$ cat src/rtl/sw_rom_pkg.sv
`timescale 1ns/1ps
package sw_rom_pkg;

    localparam int CMD_W = 8;
    typedef logic [CMD_W-1:0] cmd_t;

    // Addressing command codes
    localparam cmd_t OP_READ     = 8'h33;
    localparam cmd_t OP_MATCH    = 8'h55;
    localparam cmd_t OP_SEARCH   = 8'hF0;
    localparam cmd_t OP_CSEARCH  = 8'hEC;
    localparam cmd_t OP_SKIP     = 8'hCC;
    localparam cmd_t OP_OD_SKIP  = 8'h3C;
    localparam cmd_t OP_OD_MATCH = 8'h69;

    typedef enum logic [2:0] {
        NS_QUIET,   // ignore all slots until bus reset
        NS_CMD,     // collecting command byte
        NS_SEND,    // returning identity bits
        NS_CMP,     // comparing written bits
        NS_S_TRUE,  // search: true bit slot
        NS_S_COMP,  // search: complement slot
        NS_S_DIR,   // search: master direction slot
        NS_FUNC     // function layer enabled
    } net_state_e;

    typedef struct packed {
        net_state_e nxt;
        logic       od_set;  // set overdrive now
        logic       od_arm;  // set overdrive after a full match
    } cmd_dec_t;

    function automatic cmd_dec_t decode_cmd(input cmd_t code, input logic alarm);
        cmd_dec_t d;
        d = '{nxt: NS_QUIET, od_set: 1'b0, od_arm: 1'b0};
        case (code)
            OP_READ:     d.nxt = NS_SEND;
            OP_MATCH:    d.nxt = NS_CMP;
            OP_SEARCH:   d.nxt = NS_S_TRUE;
            OP_CSEARCH:  d.nxt = alarm ? NS_S_TRUE : NS_QUIET;
            OP_SKIP:     d.nxt = NS_FUNC;
            OP_OD_SKIP:  begin d.nxt = NS_FUNC; d.od_set = 1'b1; end
            OP_OD_MATCH: begin d.nxt = NS_CMP;  d.od_arm = 1'b1; end
            default:     d.nxt = NS_QUIET;
        endcase
        return d;
    endfunction

endpackage

$ cat src/rtl/sw_cmd_shift.sv
`timescale 1ns/1ps
module sw_cmd_shift #(
    parameter int W = 8
) (
    input  logic         clk,
    input  logic         rst,
    input  logic         clr,
    input  logic         en,
    input  logic         bit_vld,
    input  logic         bit_in,
    output logic         byte_vld,
    output logic [W-1:0] byte_out
);
    localparam int CW = (W > 1) ? $clog2(W) : 1;

    logic [W-2:0]  sreg;
    logic [CW-1:0] cnt;

    // LSB first: newest bit enters at the top
    assign byte_out = {bit_in, sreg};
    assign byte_vld = en && bit_vld && (cnt == CW'(W-1));

    always_ff @(posedge clk) begin
        if (rst || clr) begin
            sreg <= '0;
            cnt  <= '0;
        end else if (en && bit_vld) begin
            sreg <= byte_out[W-1:1];
            cnt  <= (cnt == CW'(W-1)) ? '0 : cnt + 1'b1;
        end
    end
endmodule

$ cat src/rtl/sw_bit_pos.sv
`timescale 1ns/1ps
module sw_bit_pos #(
    parameter int N = 64
) (
    input  logic                 clk,
    input  logic                 rst,
    input  logic                 clr,
    input  logic                 step,
    output logic [$clog2(N)-1:0] idx,
    output logic                 last
);
    localparam int IW = $clog2(N);

    assign last = (idx == IW'(N-1));

    always_ff @(posedge clk) begin
        if (rst || clr)
            idx <= '0;
        else if (step)
            idx <= last ? '0 : idx + 1'b1;
    end
endmodule

$ cat src/rtl/sw_rom_fsm.sv
`timescale 1ns/1ps
module sw_rom_fsm
    import sw_rom_pkg::*;
#(
    parameter int                  ROM_BITS = 64,
    parameter logic [ROM_BITS-1:0] ROM_ID   = '0
) (
    input  logic                        clk,
    input  logic                        rst,
    input  logic                        rst_evt,
    input  logic                        rst_std_len,
    input  logic                        wr_bit_vld,
    input  logic                        wr_bit,
    input  logic                        rd_slot,
    input  logic                        alarm_in,
    input  logic                        byte_vld,
    input  cmd_t                        byte_in,
    input  logic [$clog2(ROM_BITS)-1:0] idx,
    input  logic                        last,
    output logic                        shift_en,
    output logic                        pos_step,
    output logic                        overdrive,
    output logic                        fn_en,
    output logic                        rd_drv,
    output logic                        rd_bit
);
    net_state_e state, nxt;
    logic       od_q, od_n;
    logic       arm_q, arm_n;
    logic       my_bit;
    cmd_dec_t   dec;

    assign my_bit = ROM_ID[idx];
    assign dec    = decode_cmd(byte_in, alarm_in);

    always_comb begin
        nxt      = state;
        od_n     = od_q;
        arm_n    = arm_q;
        pos_step = 1'b0;
        case (state)
            NS_CMD: if (byte_vld) begin
                nxt   = dec.nxt;
                arm_n = dec.od_arm;
                if (dec.od_set) od_n = 1'b1;
            end
            NS_SEND: if (rd_slot) begin
                pos_step = 1'b1;
                if (last) nxt = NS_FUNC;
            end
            NS_CMP: if (wr_bit_vld) begin
                if (wr_bit != my_bit) begin
                    nxt = NS_QUIET;
                end else begin
                    pos_step = 1'b1;
                    if (last) begin
                        nxt = NS_FUNC;
                        if (arm_q) od_n = 1'b1;
                    end
                end
            end
            NS_S_TRUE: if (rd_slot) nxt = NS_S_COMP;
            NS_S_COMP: if (rd_slot) nxt = NS_S_DIR;
            NS_S_DIR: if (wr_bit_vld) begin
                if (wr_bit != my_bit) begin
                    nxt = NS_QUIET;
                end else begin
                    pos_step = 1'b1;
                    nxt      = last ? NS_FUNC : NS_S_TRUE;
                end
            end
            default: ;
        endcase
        if (rst_evt) begin
            nxt      = NS_CMD;
            arm_n    = 1'b0;
            pos_step = 1'b0;
            if (rst_std_len) od_n = 1'b0;
        end
    end

    always_ff @(posedge clk) begin
        if (rst) begin
            state <= NS_QUIET;
            od_q  <= 1'b0;
            arm_q <= 1'b0;
        end else begin
            state <= nxt;
            od_q  <= od_n;
            arm_q <= arm_n;
        end
    end

    assign shift_en  = (state == NS_CMD);
    assign overdrive = od_q;
    assign fn_en     = (state == NS_FUNC);
    assign rd_drv    = (state == NS_SEND) || (state == NS_S_TRUE) || (state == NS_S_COMP);
    assign rd_bit    = !rd_drv || ((state == NS_S_COMP) ? !my_bit : my_bit);
endmodule

$ cat src/rtl/sw_rom_net.sv
`timescale 1ns/1ps
module sw_rom_net
    import sw_rom_pkg::*;
#(
    parameter int                  ROM_BITS = 64,
    parameter logic [ROM_BITS-1:0] ROM_ID   = 64'h5C0F1E2D3C4B5A21
) (
    input  logic clk,
    input  logic rst,
    input  logic rst_evt,
    input  logic rst_std_len,
    input  logic wr_bit_vld,
    input  logic wr_bit,
    input  logic rd_slot,
    input  logic alarm_in,
    output logic overdrive,
    output logic fn_en,
    output logic rd_drv,
    output logic rd_bit
);
    localparam int IW = $clog2(ROM_BITS);

    logic          shift_en, byte_vld, pos_step, last;
    cmd_t          byte_q;
    logic [IW-1:0] idx;

    sw_cmd_shift #(.W(CMD_W)) i_shift (
        .clk      (clk),
        .rst      (rst),
        .clr      (rst_evt),
        .en       (shift_en),
        .bit_vld  (wr_bit_vld),
        .bit_in   (wr_bit),
        .byte_vld (byte_vld),
        .byte_out (byte_q)
    );

    sw_bit_pos #(.N(ROM_BITS)) i_pos (
        .clk  (clk),
        .rst  (rst),
        .clr  (rst_evt),
        .step (pos_step),
        .idx  (idx),
        .last (last)
    );

    sw_rom_fsm #(.ROM_BITS(ROM_BITS), .ROM_ID(ROM_ID)) i_fsm (
        .clk         (clk),
        .rst         (rst),
        .rst_evt     (rst_evt),
        .rst_std_len (rst_std_len),
        .wr_bit_vld  (wr_bit_vld),
        .wr_bit      (wr_bit),
        .rd_slot     (rd_slot),
        .alarm_in    (alarm_in),
        .byte_vld    (byte_vld),
        .byte_in     (byte_q),
        .idx         (idx),
        .last        (last),
        .shift_en    (shift_en),
        .pos_step    (pos_step),
        .overdrive   (overdrive),
        .fn_en       (fn_en),
        .rd_drv      (rd_drv),
        .rd_bit      (rd_bit)
    );
endmodule

$ cat config.mk
export PLATFORM = sky130hd
export DESIGN_NAME = sw_rom_net
export DESIGN_NICKNAME = d
export VERILOG_FILES = /design/src/rtl/sw_rom_pkg.sv /design/src/rtl/sw_cmd_shift.sv /design/src/rtl/sw_bit_pos.sv /design/src/rtl/sw_rom_fsm.sv /design/src/rtl/sw_rom_net.sv
export SDC_FILE = /design/constraint.sdc
export NUM_CORES = 1
export LEC_CHECK = 0
export BUFFER_PORTS_ARGS = -buffer_cell sky130_fd_sc_hd__buf_2
export CORE_MARGIN = 10
export CORE_UTILIZATION = 55
export CTS_BUF_LIST = sky130_fd_sc_hd__clkbuf_16
export DETAILED_ROUTE_END_ITERATION = 12
export PLACE_DENSITY = 0.74
export SETUP_SLACK_MARGIN = 0.02
export SYNTH_ARGS = -nofsm -noshare
export SYNTH_HDL_FRONTEND = slang
export SYNTH_HIERARCHICAL = 1
export SYNTH_SLANG_ARGS = --single-unit
$ cat constraint.sdc
create_clock -name clk -period 3.3 [get_ports clk]
set_clock_uncertainty 0.15 [all_clocks]
set_input_delay 0.495 -clock clk [delete_from_list [all_inputs] [get_ports clk]]
set_output_delay 0.495 -clock clk [all_outputs]
set_load 0.02 [all_outputs]
After elaboration in Yosys (flattened, before gate mapping)
Memory sizes are Yosys's and may differ from the RTL's. A register that Yosys moved wholly into a read port is not among the register bits.
Index checks and enable logic that the tools add are counted.
{"block": "totals", "reg_bits": 21, "latch_bits": 0, "ram_bits": 0, "rom_bits": 64, "in_bits": 8, "output_inout_bits": 4, "word_cells": 93, "n_memories": 1}
{"name": "(no name shown)", "depth": 64, "word_bits": 1, "read_ports": 1, "rd_ports_with_merged_regs": 1, "write_ports": 0, "line_no": "sw_rom_fsm.sv:33", "source": "assign my_bit = ROM_ID[idx];"}
{"block": "op_classes", "addsub": 2, "mul": 0, "div": 0, "order_cmp": 1, "eq_ne": 29, "shifts": 0, "n_mux": 36, "bitwise_logic": 0, "reduce_logical": 17}
{"operator": "$mux 3", "count": 11}
{"operator": "$eq 8x8->1 const B", "count": 3}
{"operator": "$mux 6", "count": 3}
{"operator": "$ne 3x3->1 const B", "count": 6}
{"operator": "$pmux 3 s6", "count": 1}
{"operator": "$mux 1", "count": 17}
{"operator": "$eq 8x6->1 const B", "count": 2}
{"operator": "$eq 8x7->1 const B", "count": 2}
{"operator": "$eq 3x3->1 const B", "count": 5}
{"operator": "$pmux 3 s5", "count": 1}
{"operator": "$reduce_and 7->1", "count": 2}
{"operator": "$ne 2x2->1 const B", "count": 6}
{"operator": "$reduce_or 2->1", "count": 4}
{"operator": "$lt 6x7->1 const B", "count": 1}
{"operator": "$reduce_bool 7->1", "count": 1}
{"operator": "$add 6x1->6 const B", "count": 1}
{"operator": "$eq 3x2->1 const B", "count": 2}
{"operator": "$eq 6x6->1 const B", "count": 1}
{"operator": "$reduce_bool 6->1", "count": 1}
{"operator": "$logic_or 1x1->1", "count": 4}
{"operator": "$pmux 1 s2", "count": 2}
{"operator": "$add 3x1->3 const B", "count": 1}
{"operator": "$eq 3x1->1 const B", "count": 1}
{"operator": "$logic_and 1x1->1", "count": 2}
{"operator": "4 further kinds", "count": 5}

Logic depth before layout (Yosys ltp)
{"block": "depth", "ltp_word": 9, "ltp_mapped": 10, "mapped_depth_nobuf": 9}

Cells and area by module
Netlist, hierarchy kept.
{"mod": "sw_rom_fsm", "instances": 1, "cells_each": 135, "area_per_inst_um2": 953.4, "seq_area_each_um2": 100.1}
{"mod": "sw_cmd_shift", "instances": 1, "cells_each": 50, "area_per_inst_um2": 530.5, "seq_area_each_um2": 200.2}
{"mod": "sw_bit_pos", "instances": 1, "cells_each": 30, "area_per_inst_um2": 280.3, "seq_area_each_um2": 120.1}

Least setup slack after synthesis
Ideal clock, no wire load.
{"block": "synth_timing", "path_type": "flip-flop to flip-flop", "from": "register i_pos.idx[4]", "to": "register i_pos.idx[5]", "setup_ns": 0.070, "t_arrival_ns": 2.437, "required_time_ns": 3.080, "setup_slack_ns": 0.643, "stages_incl_launch_ff": 11, "path_buffers": 1, "synth_period_minus_slack_ns": 2.657, "cell_sequence": "dfxtp_1 -> buf_4 -> nand2b_1 -> a21o_1 -> a211oi_2 -> o31a_2 -> o221ai_1 -> a21oi_1 -> nand4_2 -> or3_1 -> a21oi_1"}
{"block": "synth_between", "elab_chain_len": 2, "elab_cells_between_ends": 3, "classes_between": "1 x add/sub; 1 x eq/ne; 1 x mux"}
{"element": "start, declared", "line_no": "sw_bit_pos.sv:9", "source": "output logic [$clog2(N)-1:0] idx,"}
{"element": "start signal, assigned", "line_no": "sw_bit_pos.sv:20", "source": "idx <= last ? '0 : idx + 1'b1;"}
{"element": "$add 6x1->6 / $eq 6x6->1 (equally long branches)", "line_no": "sw_bit_pos.sv:20, sw_bit_pos.sv:14"}
{"element": "$mux 6 (*)", "line_no": "sw_bit_pos.sv:20"}
Every way passes the cells marked *; elsewhere a longest branch is shown, timed or not.
A chain may end at the register's enable or synchronous reset.

Worst setup path after layout
Ends and elaborated chain as after synthesis.

==> metrics.cfg <==
[run_status]
run_status = finished, final reports clean

[critical_path]
path_class = reg2reg
startpoint_type = flop
worstPathMaxFanout = 13
r2r_cells = 8
critPathRequiredTime_ns = 3.33
crit_start = i_pos/idx[4]
rr_startpoint = i_pos/idx[4]
ff2ff_setup_slack_ns = 0.35
endpoint_kind = flop
r2r_end = i_pos/idx[5]
arrival_ns = 2.98
critPathCapture = i_pos/idx[5]

[cells_and_area]
drive_above_1_share = 0.1909
nNetsFinal = 232
diodes = 0
post-route-util = 0.6184
syn2layout_area_growth_pct = 7.021
fillCellCount = 292

[clock_tree]
cts_sinks = 21
cts_root_buf = clkbuf_16
ctsHoldBuffers = 0
cts_tree = built
clockBufferDepth = 2
insertion_delay_ns = 0.26
clk_pin_slew_worst_paths_ns = 0.06
cts_buffers = 3
cts_max_level = 1
cts_resized = 0
post_cts_buffers = 0

[route]
drtAntennaViolNets = 0
detail_route.iter0.violations = 190
via_per_inst = 6.409
top_layer_used = met4
wl_per_cell_um = 15.98
dr.pass1.iters = 5
remaining_drc_errors = 0
routed-via-count = 1692
wl_met3_um = 174
wl_met1_mm = 1.835
wl_met2_mm = 2.117
routed_wirelength_mm = 4.219

[sta]
rsz0062_at_grt = no
final.setup.tns_ns = 0
hold_slack_ns = 0.2699
maxSlewViolCount = 0
fmax_mhz = 339.3
final_hold_viol_count = 0
worst_pin_slew_ns = 0.6508
setup_viol = 0
period_share = 0.8932
relSlewSlack = 0.5656
period_needed_ns = 2.948

[power_and_ir_drop]
power_per_cell_area_nw_per_um2 = 296.6
ir_worst_vdd_mv = 0.2664
p_leak_nw = 0.6211

[place]
dp_hpwl_mm = 3.105
port_buffers = 11
place.gp.congestion = 0.8778

[die]
initial_core_util = 0.5779
num_rows = 20
die_x_um = 76.64
dieArea_um2 = 5873
die_h_um = 76.64
ios = 12
core_um2 = 3053

[global_route]
grt_pass1_wl_mm = 7.100
grt_max_degree = 25
antenna_found_initial = 0
grt_pass1_vias = 1585
gr-total-overflow = 0
track_usage = 0.1386

[synth]
ys_seq_elements = 21
netlist_area_um2 = 1764
synthFlopType = dfxtp_1
synth_fp_nets = 226
ys_seq_area_frac = 0.2383
synth.avg_cell_area_um2 = 8.206
netlist_instances = 215
async_flop_share = 0
synth_edf_count = 0
yosys_warnings = 6
synth_cell_type_count = 57

[min_path]
hold_path.class = in2reg

[run]
max_cap_violations = 0

==> cell usage in the layout (no fill, tap or decap), drive strengths merged, types with 2 or more instances in the layout <==
cell type / synthesis / layout
a21oi: 20 / 20
inv: 6 / 6
ha: 3 / 3
a31oi: 3 / 3
and3: 3 / 3
nand3b: 3 / 3
o31ai: 4 / 4
o221ai: 2 / 2
nor3: 9 / 9
o21bai: 2 / 2
o21ai: 8 / 8
o311a: 2 / 2
nand2: 16 / 16
nand3: 15 / 15
or2: 2 / 2
xor2: 3 / 3
o31a: 2 / 2
nand2b: 7 / 7
mux2i: 3 / 3
nor2: 15 / 15
dfxtp: 21 / 21
nand4: 6 / 6
a21o: 2 / 2
o2111ai: 3 / 3
a221oi: 3 / 3
clkbuf: 2 / 3
or3: 2 / 2
nor4bb: 3 / 3
nor2b: 8 / 8
buf: 11 / 14
a21bo: 10 / 10
nor3b: 2 / 2
==> per-layer routing <==
layer | track usage | vias up
li1 | - | 820
met1 | 0.1582 | 810
met2 | 0.2457 | 48
met3 | 0.02594 | 14
met4 | 0.05576 | 0
met5 | 0 | -
==> where the power goes <==
group,switching (W),internal [W]
combinational,0.0000268,0.0000109
clock,0.0000995,0.000164
sequential,0.00000365,0.000255
==> through the flow <==
step	power, W	setup slack, ns	std cells	cell area (um2)
after global placement	0.0002987	0.5575	260	1805
final	0.0005601	0.3525	264	1888
after global routing	0.0005740	0.09197	264	1888
after CTS	0.0005634	0.3778	264	1888
after detailed placement	0.0003010	0.4124	260	1805
after floorplan	0.0002899	0.6434	215	1764
==> how the worst min path moves through the flow <==
stage | from | to | slack (ns) | depth (start not counted)
finish | rst_std_len | i_fsm/overdrive | 0.27 | 2
global route | rst_std_len | i_fsm/overdrive | 0.28 | 2
global placement | i_shift/sreg[1] | i_shift/sreg[0] | 0.37 | 2
floorplan | i_fsm/arm_q | i_fsm/overdrive | 0.31 | 2
CTS | rst_std_len | i_fsm/overdrive | 0.27 | 2
detailed placement | i_shift/sreg[1] | i_shift/sreg[0] | 0.38 | 2
==> critical path, stage by stage (launching register included) <==
cell      delay (ns)
dfxtp_1         0.73
nand2_1         0.21
o31ai_2         0.48
o31a_2          0.26
o221ai_1        0.13
a21oi_1         0.26
nand4_2         0.14
or3_1           0.33
a21oi_1         0.18
==> cells by family after synthesis <==
| logic type | after synthesis | share of synthesized area |
|---|---|---|
| AOI/OAI and AO/OA | 68 | 0.3170 |
| and+or+nand+nor | 96 | 0.3156 |
| buffers and inverters | 19 | 0.06454 |
| DFF | 21 | 0.2383 |
| adders and majority gates | 3 | 0.02128 |
| muxes | 4 | 0.02340 |
| xor gates and xnor gates | 4 | 0.01986 |
==> cell type report <==
| type | instances | area, um2 | area share |
|---|---|---|---|
| Inverter | 6 | 22.52 | 0.01193 |
| Multi-Input combinational cell | 175 | 1230 | 0.6514 |
| Sequential cell | 21 | 420.4 | 0.2227 |
| Timing Repair Buffer | 14 | 77.57 | 0.04109 |
| Clock inverter | 1 | 7.507 | 0.003976 |
| Clock buffer | 3 | 75.07 | 0.03976 |
| Tap cell | 44 | 55.05 | 0.02916 |
==> synth_stat cells (3+ instances only) <==
library cell  instances  area [um2]
nand4_1               5       31.28
buf_4                 4       30.03
a21oi_1              10       50.05
nand2b_1              7       43.79
o2111ai_1             3       26.28
nor3_1                9       45.04
buf_6                 3       33.78
o21ai_0               8       40.04
nor2_1               15       56.30
mux2i_1               3       30.03
inv_1                 6       22.52
nor2b_1               8       50.05
nor4bb_1              3       30.03
a21oi_2              10       87.58
a31oi_1               3       18.77
dfxtp_1              21       420.4
xor2_1                3       26.28
a21bo_1              10       100.1
buf_2                 4       20.02
nand3b_1              3       22.52
nand2_1              15       56.30
nand3_1              15       75.07
ha_1                  3       37.54
==> registers in the layout (all words and copies together), names as in the netlist <==
name	count
i_fsm/overdrive	1
i_fsm/arm_q	1
i_fsm/state	3
i_shift/cnt	3
i_shift/sreg	7
i_pos/idx	6
Power figures use the tool's default switching activity.
